[config.mk]
export PLATFORM = sky130hd
export DESIGN_NAME = i2c_cond_front
export DESIGN_NICKNAME = d
export VERILOG_FILES = /design/src/rtl/i2ccd_pkg.sv /design/src/rtl/line_sync.sv /design/src/rtl/spike_filter.sv /design/src/rtl/cond_decode.sv /design/src/rtl/i2c_cond_front.sv
export SDC_FILE = /design/constraint.sdc
export NUM_CORES = 1
export LEC_CHECK = 0
export BUFFER_PORTS_ARGS = -buffer_cell sky130_fd_sc_hd__buf_2
export CAP_MARGIN = 20
export CORE_MARGIN = 3
export CORE_UTILIZATION = 40
export CTS_CLUSTER_DIAMETER = 30
export DETAILED_ROUTE_END_ITERATION = 7
export PLACE_DENSITY = 0.57
export SLEW_MARGIN = 20
export SYNTH_ARGS = -nofsm -noshare
export SYNTH_HDL_FRONTEND = slang
export SYNTH_SLANG_ARGS = --single-unit
export TNS_END_PERCENT = 30
[constraint.sdc]
create_clock -name clk -period 3.15 [get_ports clk]
set_clock_uncertainty 0.2 [all_clocks]
set_input_delay 0.315 -clock clk [delete_from_list [all_inputs] [get_ports clk]]
set_output_delay 0.315 -clock clk [all_outputs]
set_load 0.02 [all_outputs]
[src/rtl/i2ccd_pkg.sv]
package i2ccd_pkg;

  typedef struct packed {
    logic start;
    logic stop;
    logic rise;
    logic fall;
  } cond_evt_t;

  // Cycles of system clock needed to cover a spike window, rounded up, at least 1.
  function automatic int spike_cycles(longint clk_hz, longint spike_ns);
    longint p;
    p = (clk_hz * spike_ns + 64'd999_999_999) / 64'd1_000_000_000;
    if (p < 1) p = 1;
    return int'(p);
  endfunction

endpackage

[src/rtl/line_sync.sv]
module line_sync #(
  parameter int   STAGES  = 2,
  parameter logic RST_VAL = 1'b1
) (
  input  logic clk,
  input  logic rst,
  input  logic din,
  output logic dout
);
  logic [STAGES-1:0] chain;

  always_ff @(posedge clk) begin
    if (rst) chain <= {STAGES{RST_VAL}};
    else     chain <= {chain[STAGES-2:0], din};
  end

  assign dout = chain[STAGES-1];
endmodule

[src/rtl/spike_filter.sv]
module spike_filter #(
  parameter int   LEN     = 20,
  parameter logic RST_VAL = 1'b1
) (
  input  logic clk,
  input  logic rst,
  input  logic din,
  output logic lvl
);
  localparam int CW = (LEN < 2) ? 1 : $clog2(LEN + 1);

  logic [CW-1:0] cnt;

  always_ff @(posedge clk) begin
    if (rst) begin
      lvl <= RST_VAL;
      cnt <= '0;
    end else if (din == lvl) begin
      cnt <= '0;
    end else if (cnt == CW'(LEN - 1)) begin
      lvl <= din;
      cnt <= '0;
    end else begin
      cnt <= cnt + CW'(1);
    end
  end

  // the run counter never passes the window
  a_r2_cnt_bound: assert property (@(posedge clk) disable iff (rst)
    cnt < CW'(LEN));

  // the cleaned level only moves toward a value the input was showing
  a_r3_flip_follows_input: assert property (@(posedge clk) disable iff (rst)
    (lvl != $past(lvl)) |-> ($past(din) == lvl));

  // while input agrees with the level, the level stays put
  a_r2_hold_when_equal: assert property (@(posedge clk) disable iff (rst)
    (din == lvl) |=> (lvl == $past(lvl)));
endmodule

[src/rtl/cond_decode.sv]
module cond_decode
  import i2ccd_pkg::*;
(
  input  logic      clk,
  input  logic      rst,
  input  logic      scl_f,
  input  logic      sda_f,
  output cond_evt_t evt,
  output logic      bit_q,
  output logic      scl_d,
  output logic      sda_d
);
  cond_evt_t evt_c;

  always_comb begin
    evt_c.start = scl_f & scl_d & sda_d & ~sda_f;
    evt_c.stop  = scl_f & scl_d & ~sda_d & sda_f;
    evt_c.rise  = scl_f & ~scl_d;
    evt_c.fall  = ~scl_f & scl_d;
  end

  always_ff @(posedge clk) begin
    if (rst) begin
      scl_d <= 1'b1;
      sda_d <= 1'b1;
      evt   <= '0;
      bit_q <= 1'b0;
    end else begin
      scl_d <= scl_f;
      sda_d <= sda_f;
      evt   <= evt_c;
      if (evt_c.rise) bit_q <= sda_f;
    end
  end


  a_r4_start_shape: assert property (@(posedge clk) disable iff (rst)
    evt.start |-> (scl_d && !sda_d && $past(sda_d)));

  a_r5_stop_shape: assert property (@(posedge clk) disable iff (rst)
    evt.stop |-> (scl_d && sda_d && !$past(sda_d)));
  // clock must have been high in the previous cleaned cycle as well
  a_r8_start_steady: assert property (@(posedge clk) disable iff (rst)
    (evt.start || evt.stop) |-> $past(scl_d));

  a_r9_excl: assert property (@(posedge clk) disable iff (rst)
    $countones({evt.start, evt.stop, evt.rise, evt.fall}) <= 1);

  a_r6_rise_one_wide: assert property (@(posedge clk) disable iff (rst)
    evt.rise |=> !evt.rise);
  a_r6_fall_one_wide: assert property (@(posedge clk) disable iff (rst)
    evt.fall |=> !evt.fall);
  a_r6_rise_level: assert property (@(posedge clk) disable iff (rst)
    evt.rise |-> (scl_d && !$past(scl_d)));

  a_r7_bit_capture: assert property (@(posedge clk) disable iff (rst)
    evt.rise |-> (bit_q == sda_d));
  a_r7_bit_hold: assert property (@(posedge clk) disable iff (rst)
    !evt.rise |-> $stable(bit_q));
endmodule

[src/rtl/i2c_cond_front.sv]
module i2c_cond_front
  import i2ccd_pkg::*;
#(
  parameter int CLK_HZ   = 100_000_000,
  parameter int SPIKE_NS = 200
) (
  input  logic clk,
  input  logic rst,
  input  logic scl_raw,
  input  logic sda_raw,
  output logic start_o,
  output logic stop_o,
  output logic rise_o,
  output logic fall_o,
  output logic bit_o,
  output logic scl_o,
  output logic sda_o
);
  localparam int FILT_LEN = spike_cycles(longint'(CLK_HZ), longint'(SPIKE_NS));
  localparam int NLINE    = 2;   // index 0: clock line, 1: data line

  logic [NLINE-1:0] raw_v, sync_v, filt_v;
  cond_evt_t        evt;

  assign raw_v = {sda_raw, scl_raw};

  for (genvar g = 0; g < NLINE; g++) begin : g_line
    line_sync #(.STAGES(2), .RST_VAL(1'b1)) u_sync (
      .clk  (clk),
      .rst  (rst),
      .din  (raw_v[g]),
      .dout (sync_v[g])
    );
    spike_filter #(.LEN(FILT_LEN), .RST_VAL(1'b1)) u_filt (
      .clk (clk),
      .rst (rst),
      .din (sync_v[g]),
      .lvl (filt_v[g])
    );
  end

  cond_decode u_dec (
    .clk   (clk),
    .rst   (rst),
    .scl_f (filt_v[0]),
    .sda_f (filt_v[1]),
    .evt   (evt),
    .bit_q (bit_o),
    .scl_d (scl_o),
    .sda_d (sda_o)
  );

  assign start_o = evt.start;
  assign stop_o  = evt.stop;
  assign rise_o  = evt.rise;
  assign fall_o  = evt.fall;


  a_r10_len_positive: assert property (@(posedge clk) FILT_LEN >= 1);
  // first cycle after reset is quiet and idle-high
  a_r1_post_reset: assert property (@(posedge clk)
    $fell(rst) |-> (!start_o && !stop_o && !rise_o && !fall_o && scl_o && sda_o));
endmodule

==> reports/qor_table.md, run 1 <==
| Quantity | Value | Unit |
|---|---|---|
| Clock net sink count | 23 | - |
| Number of buffers inserted during clock tree synthesis | 3 | - |
| Diodes inserted | 0 | - |
| Fmax | 632 | MHz |
| Placeable Area | 1980 | um2 |
| Post-DP Area | 933 | um2 |
| Number of buffer cells added on primary ports | 10 | - |
| Start point of the worst hold path | rst | - |
| Maxcap violations | 0 | - |
| Total length of routed wires | 1.18 | mm |
| Row count | 16 | - |
| Number of iterations in the first detailed-routing pass | 1 | - |
| Filler instances | 181 | - |
| Post-route cell area | 980 | um2 |
| Drt first-iter violations | 0 | - |
| Antenna Nets Post-Route | 0 | - |
| Count of boundary I/O pins | 11 | - |
| DP Wirelength | 813 | um |
| Cell family with the largest share of critical-path delay | simple AND/OR/NAND/NOR gates | - |
| Worst Tran Pin Value | 0.222 | ns |
| Part of the Yosys area used for sequential elements | 0.540 | - |
| Vias | 552 | - |
| Chip Height | 52.2 | um |
| Arrival time at the worst endpoint | 1.63 | ns |
| Number of antenna violations at the first check in global routing | 0 | - |
| Buf/Inv on CP | 0 | - |
| Placed instance count | 116 | - |
| Crit-path slowest cell | or3b_4 | - |
| Synth Cell Area | 853 | um2 |
| Slew HR | 0.852 | - |
| Multi-input gate area in the final layout | 374 | um2 |
| DIE AREA | 2720 | um2 |
| Start point of the critical path | g_line[0].u_filt.cnt[0] | - |
| Initial standard-cell utilization of the core | 0.431 | - |
| Avg Cell Area, Syn | 10.7 | um2 |
| Share of cells above drive strength 1 | 0.263 | - |
| Delay contributed by the slowest stage of the critical path | 0.40 | ns |
| Run status | finished clean | - |
| Ordered cell list for the critical path | ha_1 > and4bb_1 > or3b_4 > nor2_1 | - |
| P per Cell Area | 450 | nW/um2 |
| Number of gates resized after cts | 0 | - |
| Setup repair after global routing missed its margin | false | - |
| Number of register bits inferred by synthesis | 23 | - |
| Max Slew Vio Count | 0 | - |
| Startpoint of the most critical register-to-register path | g_line[0].u_filt.cnt[0] | - |
| Internal power | 0.000350 | W |
| Maximum clock insertion buffer count | 2 | - |
| Placer Congestion | 0.731 | - |
| Min cycle time layout | 1.58 | ns |
| Clock-pin slew of the registers on the worst-case setup and hold paths | 0.12 | ns |
| Global-route total usage across every layer | 0.114 | - |
| Final period util | 0.502 | - |
| Post-DR vias/cell | 4.52 | - |
| Placement-stage worst setup slack | 1.59 | ns |
| Path type of the worst min-delay path | input pin to flop | - |
| Total number of nets in the final design | 102 | - |
| Seq. cell area | 460 | um2 |
| Combinational fraction of design power | 0.028 | - |
| Pin count of the biggest net entering global routing | 17 | - |
| H-tree Lvls | 1 | - |
| Post-route worst setup slack | 1.57 | ns |
| Routed wirelength normalized by instance count | 9.69 | um |
| Cell count after synthesis | 80 | - |
| Crit. End Element | flop | - |
| GR Overflow Total | 0 | - |
| TNS Setup | 0 | ns |
| Leak pwr | 0.366 | nW |
| Crit path max fanout | 4 | - |
| Worst-skew pair later-pin latency | 0.30 | ns |
| Wire length of the first global-routing pass | 2.24 | mm |
| Required time at the endpoint of the critical path | 3.20 | ns |
| Net Sw Power | 0.0000903 | W |
| Hold Fails Final Rpt | 0 | - |
| Highest ir drop seen on vdd | 298 | uV |
| Fraction of power spent switching nets | 0.205 | - |
| Via count of the first global-routing pass | 524 | - |
| # DRC | 0 | - |
| Number of nets produced by synthesis | 86 | - |
| Count of non-filler cells in the finished layout | 122 | - |
| Kind of critical path | flop to flop | - |
| Signed area change from the synthesized netlist to the final layout | 14.8 | % |
| Share of power burned in registers | 0.670 | - |
| Clock Tree Root | clkbuf_4 | - |
| Distinct cells, synth | 24 | - |
| Clock network power share | 0.301 | - |
| Total power | 0.000441 | W |
| CTS tree | done | - |
| Die width | 52.2 | um |
| Element type at the critical path start | flop | - |
| Number of setup violations in the final report | 0 | - |
| Warnings from Yosys | 0 | - |
==> power by group through the flow <==
stage / registers, W / clock network [W] / logic (W)
after global placement: 0.000302 / 0 / 0.0000107
final: 0.000295 / 0.000133 / 0.0000126
after floorplan: 0.000302 / 0 / 0.00000741
after detailed placement: 0.000302 / 0 / 0.0000108
after CTS: 0.000296 / 0.000140 / 0.0000127
after global routing: 0.000296 / 0.000150 / 0.0000145
==> metal layers <==
metal  track usage  wire length (um)
met3        0.0342                37
met5             0                 0
met4        0.0638                 9
met2         0.172               534
met1         0.143               600
==> placed cells by master (no fill, tap or decap) <==
master,netlist,layout
and4bb_1,1,1
mux2i_1,1,1
or3_4,1,1
dlygate4sd3_1,0,2
a211o_2,1,1
inv_1,4,4
and4bb_2,1,1
a211o_1,1,1
nor2b_1,5,5
and2b_2,1,1
xor2_1,3,3
clkbuf_4,0,3
a31oi_1,2,2
nor2_1,9,9
or2b_1,1,1
nand3_1,2,2
clkbuf_1,1,1
dfxtp_1,23,23
or3b_4,1,1
o21ai_0,2,2
ha_1,2,2
buf_2,0,10
nand3b_1,3,3
or2_2,7,7
xnor2_1,3,3
nor3b_1,3,3
nand4b_1,2,2
==> area by class of cell <==
class,instances,area share
inverter,4,0.0153
multi-input combinational,52,0.382
sequential,23,0.470
clock buffer,4,0.0268
tap,27,0.0345
timing repair buffer,12,0.0715
==> cell usage after synthesis (all sizes together) <==
master / count / area [um2]
or2: 7 / 43.8
a31oi: 2 / 12.5
and2b: 1 / 8.76
mux2i: 1 / 10.0
nor3b: 3 / 22.5
nand3b: 3 / 22.5
nor2: 9 / 33.8
or2b: 1 / 7.51
nand3: 2 / 10.0
nor2b: 5 / 31.3
xnor2: 3 / 26.3
inv: 4 / 15.0
or3b: 1 / 11.3
nand4b: 2 / 17.5
o21ai: 2 / 10.0
clkbuf: 1 / 3.75
or3: 1 / 11.3
ha: 2 / 25.0
dfxtp: 23 / 460
xor2: 3 / 26.3
a211o: 2 / 18.8
and4bb: 2 / 25.0
==> state kept, by name (all words and copies together), names as in the netlist <==
signal               cells
u_dec.scl_d              1
g_line.u_filt.cnt       10
u_dec.bit_q              1
g_line.u_filt.lvl        2
g_line.u_sync.chain      4
u_dec.sda_d              1
u_dec.evt                4
==> cells by family after synthesis <==
group	share of synthesized area
and+or+nand+nor	0.287
adders and majority gates	0.0293
DFF	0.540
AOI/OAI and AO/OA	0.0484
xor gates and xnor gates	0.0616
muxes	0.0117
buffers and inverters	0.0220
==> final timing paths <==
check / endpoint / slack [ns] / cells past startpoint
worst min-delay path: u_dec.bit_q / 0.12 / 2
worst max-delay path: g_line[0].u_filt.cnt[3] / 1.57 / 4
worst max register to register: g_line[0].u_filt.cnt[3] / 1.57 / 4
worst min register to register: g_line[0].u_sync.chain[1] / 0.22 / 1
==> metrics by stage <==
step           utilization  hold WS, ns
2_1_floorplan            -        0.187
5_1_grt              0.494        0.138
4_1_cts              0.494        0.121
6_report             0.494        0.125
3_5_place_dp         0.471        0.196
3_3_place_gp         0.471        0.194
==> repair_timing <==
action                    4_1_cts  5_1_grt
hold endpoints to repair        2        0
hold buffers                    2        0
buffers inserted                0        0
Power figures use the tool's default switching activity.
==> inputs of run 2 (changes only) <==
- ABC_AREA: default -> 1
- clock period: 3.15 -> 1.56 ns (I/O delays scaled with it)
==> run 2 against run 1 <==
  * Critical path depth up 2
  * Utilization up 0.57 points
  * Largest power group unchanged
  * Hold slack better by 0.097 ns
  * Largest cell class unchanged
==> reports/qor_table.md, run 2 <==
| Quantity | Value | Unit | Delta |
|---|---|---|---|
| Highest ir drop seen on vdd | 615 | uV | +110% |
| Most frequent cells in the layout | dfxtp_1, nand2_1, nor2_1 | - |  |
| Number of gates resized after cts | 0 | - | unchanged |
| Main combinational cell family by area after synthesis | simple AND/OR/NAND/NOR gates | - |  |
| DIE AREA | 2770 | um2 | +1.8% |
| Number of instances on the worst hold path | 1 | - | -1 |
| Endpoint of the worst hold path | g_line[1].u_sync.chain[1] | - |  |
| Crit. End Element | flop | - |  |
| Total length of routed wires | 1.31 | mm | +11% |
| Slew HR | 0.842 | - | -0.00939 |
| Total number of nets in the final design | 125 | - | +23% |
| Vias | 655 | - | +19% |
| Startpoint of the most critical register-to-register path | g_line[1].u_filt.cnt[0] | - |  |
| Chip Height | 52.7 | um | +0.91% |
| Pin count of the biggest net entering global routing | 14 | - | -3 |
| Clock net sink count | 23 | - | unchanged |
| Adder and majority cell fraction of the synthesized area | 0.0287 | - | -0.000590 |
| DP Wirelength | 952 | um | +17% |
| Biggest register | g_line.u_filt.cnt | - |  |
| R2r worst-path depth | 6 | - | +2 |
| Distinct cells, synth | 20 | - | -17% |
| Worst-skew pair later-pin latency | 0.30 | ns | about the same |
| Cell taking the most area after synthesis | dfxtp_1 | - |  |
| Hold Fails Final Rpt | 0 | - | unchanged |
| Crit-path slowest cell | dfxtp_1 | - |  |
| H-tree Lvls | 1 | - | unchanged |
| Initial standard-cell utilization of the core | 0.435 | - | +0.00444 |
| Setup repair after global routing missed its margin | false | - |  |
| Maximum clock insertion buffer count | 2 | - | unchanged |
| Synth Cell Area | 871 | um2 | +2.1% |
| Leading cell type in the layout, fill and taps excluded | dfxtp_1 | - |  |
| Endpoint of the worst-slack reg-to-reg timing path | g_line[1].u_filt.cnt[2] | - |  |
| Cell family with the largest share of critical-path delay | flip-flops | - |  |
| Count of boundary I/O pins | 11 | - | unchanged |
| Die width | 52.7 | um | +0.91% |
| Max Slew Vio Count | 0 | - | unchanged |
| Post-route worst setup slack | 0.183 | ns | -1.39 ns |
| GR Overflow Total | 0 | - | unchanged |
| TNS Setup | 0 | ns | unchanged |
| Cell count after synthesis | 102 | - | +28% |
| Crit path top cell by count | nor2_1 | - |  |
| Main synth FF type | dfxtp_1 | - |  |
| Placer Congestion | 0.772 | - | +5.6% |
| Number of register bits inferred by synthesis | 23 | - | unchanged |
| Post-DR vias/cell | 4.52 | - | -0.16% |
| Post-synthesis mux area share | 0 | - | -0.0117 |
| Number of buffers inserted during clock tree synthesis | 3 | - | unchanged |
| Required time at the endpoint of the critical path | 1.57 | ns | -1.63 ns |
| Global-route total usage across every layer | 0.123 | - | +0.00926 |
| Parity-gate share of the synthesized area counting xor and xnor cells | 0.0201 | - | -0.0415 |
| Part of the Yosys area used for sequential elements | 0.529 | - | -0.0109 |
| Signed area change from the synthesized netlist to the final layout | 14.9 | % |  |
| Row count | 16 | - | unchanged |
| Arrival time at the worst endpoint | 1.38 | ns | -0.25 ns |
| Placement-stage worst setup slack | 0.187 | ns | -1.41 ns |
| # DRC | 0 | - | unchanged |
| Buf/Inv on CP | 1 | - | +1 |
| Filler instances | 200 | - | +10% |
| Maxcap violations | 0 | - | unchanged |
| Run status | finished clean | - |  |
| Share of cells above drive strength 1 | 0.220 | - | -0.0428 |
| Dominant cell by count in the synthesized netlist | dfxtp_1 | - |  |
| Crit path max fanout | 5 | - | +1 |
| Kind of critical path | flop to flop | - |  |
| Clock-pin slew of the registers on the worst-case setup and hold paths | 0.12 | ns | about the same |
| Largest cells by area after synthesis | dfxtp_1, nand2_1, nor2_1, nand3_1, inv_1 | - |  |
| Delay contributed by the slowest stage of the critical path | 0.39 | ns | about the same |
| Avg Cell Area, Syn | 8.54 | um2 | -20% |
| Wire length of the first global-routing pass | 2.53 | mm | +13% |
| Most frequent cells after synthesis | dfxtp_1, nand2_1, nor2_1, inv_1, nand3_1 | - |  |
| Min cycle time layout | 1.38 | ns | -0.204 ns |
| Fraction of the mapped netlist area in compound gates | 0.00575 | - | -0.0426 |
| Element type at the critical path start | flop | - |  |
| Ordered cell list for the critical path | ha_1 > inv_1 > nor2_1 > nand2_1 > nand3_2 > nor2_1 | - |  |
| Number of antenna violations at the first check in global routing | 0 | - | unchanged |
| Async SR Flop Fraction | 0 | - | unchanged |
| Number of buffer cells added on primary ports | 10 | - | unchanged |
| Number of nets produced by synthesis | 108 | - | +26% |
| Via count of the first global-routing pass | 629 | - | +20% |
| Number of iterations in the first detailed-routing pass | 4 | - | +3 |
| Final period util | 0.883 | - | +0.381 |
| P per Cell Area | 890 | nW/um2 | +98% |
| Number of synthesized flops with an enable pin | 0 | - | unchanged |
| Proportion of netlist area held by the largest area contributor | 0.529 | - | -0.0109 |
| Placeable Area | 2000 | um2 | +1.0% |
| Path type of the worst min-delay path | flop to flop | - |  |
| Diodes inserted | 0 | - | unchanged |
| Number of setup violations in the final report | 0 | - | unchanged |
| Largest register FFs | 10 | - | unchanged |
| Clock Tree Root | clkbuf_4 | - |  |
| Largest registers | g_line.u_filt.cnt (10), g_line.u_sync.chain (4), u_dec.evt (4) | - |  |
| Routed wirelength normalized by instance count | 9.03 | um | -6.8% |
| CTS tree | done | - |  |
| Fmax | 726 | MHz | +15% |
| Leak pwr | 0.450 | nW | +23% |
| Worst Tran Pin Value | 0.236 | ns | +0.0138 ns |
| Warnings from Yosys | 0 | - | unchanged |
| Drt first-iter violations | 7 | - | +7 |
| Antenna Nets Post-Route | 0 | - | unchanged |
| Post-CTS Setup Repair Bufs | 0 | - | unchanged |
| Post-Synth Simple-Gate Area | 0.348 | - | +0.0603 |
| Start point of the worst hold path | g_line[1].u_sync.chain[0] | - |  |
| Reg2reg setup slack | 0.18 | ns | -1.39 ns |
[run 2: through the flow]
step / area (um2) / hold WS [ns] / std cells / total power [W] / util
floorplan: 871 / 0.0598 / 102 / 0.000629 / -
global placement: 943 / 0.138 / 138 / 0.000633 / 0.471
detailed placement: 943 / 0.140 / 138 / 0.000634 / 0.471
CTS: 1000 / 0.224 / 145 / 0.000906 / 0.500
global route: 1000 / 0.233 / 145 / 0.000930 / 0.500
finish: 1000 / 0.222 / 145 / 0.000890 / 0.500
[run 2: final cells by class]
| cell class | instances | area, um2 | area share |
|---|---|---|---|
| flip-flops and latches | 23 | 460 | 0.460 |
| repair buffers | 13 | 80.1 | 0.0800 |
| clock inverters | 1 | 5.00 | 0.00500 |
| well taps | 27 | 33.8 | 0.0338 |
| inverters | 13 | 48.8 | 0.0487 |
| multi-input cells | 65 | 350 | 0.350 |
| clock buffers | 3 | 22.5 | 0.0225 |
[run 2: worst max path at each step]
stage                                        from                 endpoint  slack (ns)  cells past startpoint
after CTS                 g_line[1].u_filt.cnt[0]  g_line[1].u_filt.cnt[2]        0.16                      6
final                     g_line[1].u_filt.cnt[0]  g_line[1].u_filt.cnt[2]        0.18                      6
after global placement    g_line[1].u_filt.cnt[0]  g_line[1].u_filt.cnt[0]        0.22                      6
after global routing      g_line[1].u_filt.cnt[0]  g_line[1].u_filt.cnt[2]       0.002                      6
after floorplan           g_line[1].u_filt.cnt[0]  g_line[1].u_filt.cnt[2]        0.32                      6
after detailed placement  g_line[1].u_filt.cnt[0]  g_line[1].u_filt.cnt[0]        0.19                      6
[run 2: per-layer routing]
metal / track usage / wire (um) / share of wire / up-vias
li1: - / - / - / 353
met1: 0.145 / 641 / 0.49 / 288
met2: 0.207 / 601 / 0.46 / 12
met3: 0.0513 / 55 / 0.042 / 2
met4: 0.0255 / 12 / 0.0092 / 0
met5: 0 / 0 / 0 / -
[run 2: worst register-to-register path: stages, from the launching register on]
cell and delay [ns]:
dfxtp_1 0.39, ha_1 0.25, inv_1 0.06, nor2_1 0.12, nand2_1 0.10, nand3_2 0.11
nor2_1 0.05
[run 2: timing repair]
item                       CTS  global route
setup endpoints to repair    0             0
hold buffers                 3             0
hold endpoints to repair     5             0
[run 2: power breakdown]
group / internal, W / switching [W] / total (W)
Combinational: 0.0000149 / 0.0000138 / 0.0000288
Clock: 0.0000956 / 0.000169 / 0.000265
Sequential: 0.000594 / 0.00000338 / 0.000597
[run 2: cells by family (layout without fill, tap and decap cells)]
group	after synthesis	count (layout)
xor+xnor	2	2
compound gates	1	1
fa+ha+maj	2	2
simple gates	60	60
flops	23	23
buf+inv	14	30
